--- config.mk ---
export PLATFORM = sky130hd
export DESIGN_NAME = gpio_bytemux
export DESIGN_NICKNAME = d
export VERILOG_FILES = /design/src/rtl/gpio_bytemux.sv
export SDC_FILE = /design/constraint.sdc
export NUM_CORES = 1
export LEC_CHECK = 0
export ABC_AREA = 1
export BUFFER_PORTS_ARGS = -buffer_cell sky130_fd_sc_hd__buf_2
export CELL_PAD_IN_SITES_DETAIL_PLACEMENT = 1
export CELL_PAD_IN_SITES_GLOBAL_PLACEMENT = 1
export CORE_MARGIN = 2
export CORE_UTILIZATION = 36
export DETAILED_ROUTE_END_ITERATION = 7
export PLACE_DENSITY_LB_ADDON = 0.1
export SLEW_MARGIN = 10
export SYNTH_ARGS = -nofsm -noshare
export SYNTH_HDL_FRONTEND = slang
export SYNTH_SLANG_ARGS = --single-unit
--- constraint.sdc ---
create_clock -name clk -period 2.5 [get_ports clk]
set_input_delay 0 -clock clk [delete_from_list [all_inputs] [get_ports clk]]
set_output_delay 0 -clock clk [all_outputs]
set_load 0.02 [all_outputs]
--- src/rtl/gpio_bytemux.sv ---
module gpio_bytemux #(
  parameter int BUS_W  = 64,
  parameter int NWORDS = 2,
  parameter int NALT   = 3,
  localparam int NB    = BUS_W / 8,
  localparam int NPIN  = NWORDS * NB,
  localparam int AW    = (NWORDS > 1) ? $clog2(NWORDS) : 1
) (
  input  logic                 clk,
  input  logic                 rst,
  input  logic                 wb_cyc,
  input  logic                 wb_stb,
  input  logic                 wb_we,
  input  logic [AW-1:0]        wb_adr,
  input  logic [NB-1:0]        wb_sel,
  input  logic [BUS_W-1:0]     wb_dat_w,
  output logic [BUS_W-1:0]     wb_dat_r,
  output logic                 wb_ack,
  input  logic [NPIN-1:0]      pad_i,
  output logic [NPIN-1:0]      pad_o,
  output logic [NPIN-1:0]      pad_oe,
  output logic [NPIN-1:0]      pad_ie,
  output logic [NPIN-1:0]      pad_pu,
  output logic [NPIN-1:0]      pad_pd,
  input  logic [NPIN*NALT-1:0] alt_o,
  input  logic [NPIN*NALT-1:0] alt_oe,
  input  logic [NPIN*NALT-1:0] alt_ie,
  output logic [NPIN*NALT-1:0] alt_i
);

  logic [7:0]      cfg [NPIN];
  logic            req;
  logic [NPIN-1:0] wr_hit;
  logic [BUS_W-1:0] rd_word;

  assign req = wb_cyc & wb_stb & ~wb_ack;

  always_comb begin
    rd_word = '0;
    for (int w = 0; w < NWORDS; w++)
      if (wb_adr == AW'(w))
        for (int k = 0; k < NB; k++)
          rd_word[8*k +: 8] = {cfg[w*NB+k][7:5], pad_i[w*NB+k], cfg[w*NB+k][3:0]};
  end

  always_ff @(posedge clk) begin
    if (rst) begin
      wb_ack   <= 1'b0;
      wb_dat_r <= '0;
      for (int p = 0; p < NPIN; p++) cfg[p] <= 8'h00;
    end else begin
      wb_ack <= req;
      if (req && !wb_we) wb_dat_r <= rd_word;
      for (int p = 0; p < NPIN; p++)
        if (wr_hit[p]) cfg[p] <= wb_dat_w[8*(p%NB) +: 8];
    end
  end

  for (genvar p = 0; p < NPIN; p++) begin : g_pin
    logic [2:0] fsel;
    assign fsel      = cfg[p][7:5];
    assign wr_hit[p] = req & wb_we & (wb_adr == AW'(p / NB)) & wb_sel[p % NB];
    assign pad_pu[p] = cfg[p][2];
    assign pad_pd[p] = cfg[p][3] & ~cfg[p][2];
    assign alt_i[p*NALT +: NALT] = {NALT{pad_i[p]}};

    always_comb begin
      pad_o[p]  = 1'b0;
      pad_oe[p] = 1'b0;
      pad_ie[p] = 1'b0;
      if (fsel == 3'd0) begin
        pad_o[p]  = cfg[p][4];
        pad_oe[p] = cfg[p][0];
        pad_ie[p] = cfg[p][1];
      end else begin
        for (int a = 1; a <= NALT; a++)
          if (fsel == 3'(a)) begin
            pad_o[p]  = alt_o[p*NALT + a - 1];
            pad_oe[p] = alt_oe[p*NALT + a - 1];
            pad_ie[p] = alt_ie[p*NALT + a - 1];
          end
      end
    end


    pull_excl_chk: assert property (@(posedge clk) disable iff (rst)
      !(pad_pu[p] && pad_pd[p]));


    cfg_hold_chk: assert property (@(posedge clk) disable iff (rst)
      !wr_hit[p] |=> $stable(cfg[p]));
  end


  ack_after_req_chk: assert property (@(posedge clk) disable iff (rst)
    wb_ack |-> $past(wb_cyc && wb_stb));


  ack_pulse_chk: assert property (@(posedge clk) disable iff (rst)
    wb_ack |=> !wb_ack);

endmodule

==> impl_metrics.json <==
{
  "grt_pass1_vias": 10470,
  "worstHoldStart": "pad_i[2]",
  "grt_setup_unrepaired": "false",
  "dp.cells": 1992,
  "violations": "hold timing",
  "cp.buffers_inverters": 1,
  "die_y_um": 170.5,
  "wl_per_cell_um": 16.79,
  "leakagePower_nw": 6.591,
  "maxSlewViolCount": 0,
  "cts_root_buf": "clkbuf_16",
  "ys_warn_count": 0,
  "avgViaCountPerCell": 4.777,
  "synth_ff_type": "edfxtp_1",
  "yosys.area.top_type_share": 0.3850,
  "num-nets-final": 1959,
  "startpoint_type": "register",
  "syn_area_per_cell_um2": 7.781,
  "clock_skew_ns": 0.01461,
  "finalHoldViolCount": 1,
  "die_area_mm2": 0.02908,
  "drt_iter0_markers": 417,
  "num_vias": 10070,
  "ant_nets": 0,
  "grt.overflow.total": 0,
  "syn_nets": 1521,
  "crit_chain": "inv_1, nand3_1, nor3_4, nand2_2, nand2_1",
  "cap_violations": 0,
  "grt_pass1_wl_um": 54200,
  "final_cells": 2109,
  "criticalPathCategory": "register to register",
  "timing.fmax_ghz": 0.5101,
  "dp_hpwl_um": 27310,
  "firstDrtPassIters": 5,
  "clk_latency_ns": 0.43,
  "power.density_mw_per_mm2": 585.3,
  "cts_num_sinks": 193,
  "synth_area_leaders": "edfxtp_1 (39%), nand2_1 (16%), dfxtp_1 (13%)",
  "yosysTopAreaCell": "edfxtp_1",
  "end_kind": "register",
  "synth_cells": 1283,
  "portBuffers": 430,
  "worst_path_largest_cell_delay_ns": 0.47,
  "grt_max_degree": 65,
  "fin_crit_sh": 0.7842,
  "ios": 431,
  "peakVddDrop_uv": 341.9,
  "setup_violations": 0,
  "netlist_area_mm2": 0.009983,
  "async_flop_share": 0,
  "initial_core_util": 0.3684,
  "drive_gt1_frac": 0.2860,
  "drc": 0,
  "min_path_type": "input port to register",
  "period_minus_slack_ns": 1.960,
  "cts_tree": "built",
  "row_count": 60,
  "clockBufferDepth": 2,
  "areaGrowthSynthToFinish_pct": 34.49,
  "synth_cell_types": 20,
  "crit_required_ns": 2.60,
  "status": "finished with violations",
  "coreArea_mm2": 0.02710,
  "ys_seq_elements": 193,
  "die_x_um": 170.5,
  "gp_congestion": 0.8213,
  "ff2ff_path_depth": 5,
  "tightest_slew_ns": 0.7127,
  "cp_num_cells": 5,
  "synth_edf_count": 128,
  "drt_wl_total_um": 35410,
  "yosysSeqAreaShare": 0.5154,
  "grt_use_total": 0.2394,
  "r2r-start": "wb_ack$_SDFF_PP0_",
  "hold_buffers": 82,
  "cts_setup_buffers": 0,
  "max_slew_margin": 0.5248,
  "setup-tns-final_ns": 0,
  "htreeDepth": 4,
  "worst_hold_path.num_cells": 5,
  "cp_slowest_cell": "nor3_4",
  "path_max_fanout": 9,
  "whs_ns": -0.002889,
  "critPathLaunch": "wb_ack$_SDFF_PP0_",
  "pre_cts_ws_ns": 0.4597,
  "cts_made_buffers": 17,
  "cp_top_family": "simple AND/OR/NAND/NOR gates",
  "cp_data_arrival_time_ns": 2.06,
  "fill_cells": 3480,
  "fin_ws_ns": 0.5396,
  "clk_pin_slew_ns": 0.08,
  "antenna_found_initial": 3,
  "post_cts_resized": 0
}
==> cell families after synthesis <==
logic type / synth area share
simple gates: 0.3196
buf+inv: 0.1179
flops: 0.5154
compound gates: 0.04712
==> final timing paths <==
path / endpoint / slack, ns
worst min-delay path: wb_dat_r[20]$_SDFFE_PP0P_ / -0.003
worst max register to register: cfg[0][54]$_SDFFCE_PN0P_ / 0.54
worst min register to register: wb_dat_r[49]$_SDFFE_PP0P_ / 0.48
worst max-delay path: cfg[0][54]$_SDFFCE_PN0P_ / 0.54
==> cell usage after synthesis, types with 2 or more instances <==
cell,number
nand2_1,418
nor2_1,217
edfxtp_1,128
inv_1,113
o21ai_0,80
nor3_1,72
buf_4,68
dfxtp_1,65
nand4_1,48
buf_2,20
clkbuf_1,15
o21ai_1,14
nand2_2,8
buf_6,7
nand4_2,4
nand3_1,2
==> cells in the final DEF, fill, tap and decap left out, drive strengths merged <==
cell type / n
buf: 447
nand2: 426
nor2: 218
edfxtp: 128
inv: 122
o21ai: 94
dlygate4sd3: 82
nor3: 73
dfxtp: 65
nand4: 52
clkbuf: 18
clkinv: 7
diode: 3
nand3: 2
==> state kept, by name (all words and copies together), names as in the netlist <==
signal    count
cfg         128
wb_dat_r     64
wb_ack        1
==> area by class of cell <==
class	count	area, um2	share of cell area
Tap cell	372	465.4	0.03467
Clock inverter	14	146.4	0.01090
Sequential cell	193	5145	0.3832
Antenna cell	3	7.507	0.0005591
Timing Repair Buffer	529	3128	0.2330
Multi-Input combinational cell	865	3661	0.2727
Inverter	115	434.2	0.03234
Clock buffer	18	439.2	0.03271
==> per-stage QoR <==
stage | hold WS [ns] | area [um2] | utilization | power [W]
after global routing | 0.03460 | 13430 | 0.4954 | 0.008176
final | -0.002889 | 13430 | 0.4954 | 0.007859
after global placement | 0.2554 | 12010 | 0.4433 | 0.005085
after CTS | 0.004459 | 13420 | 0.4952 | 0.007904
after detailed placement | 0.2582 | 12010 | 0.4433 | 0.005114
after floorplan | 0.1126 | 9983 | - | 0.004567
==> power breakdown <==
part | internal, W | leakage [nW] | switching [W]
registers | 0.00359 | 1.82 | 0.000147
clock network | 0.00136 | 0.290 | 0.00135
logic | 0.000539 | 4.48 | 0.000872
==> worst min-delay path, cell delays in order <==
cell and delay (ns):
buf_2 0.11, nand2_1 0.05, nand2_1 0.07, o21ai_0 0.09, nor2_1 0.08
==> layer usage <==
| metal | track usage | up-vias | wire, um |
|---|---|---|---|
| met3 | 0.03262 | 39 | 1704 |
| met4 | 0.06689 | 0 | 653 |
| met1 | 0.2890 | 4782 | 14800 |
| met5 | 0 | - | 0 |
| met2 | 0.4434 | 308 | 18250 |
| li1 | - | 4945 | - |
No activity file was read; power rests on OpenSTA's default activity.
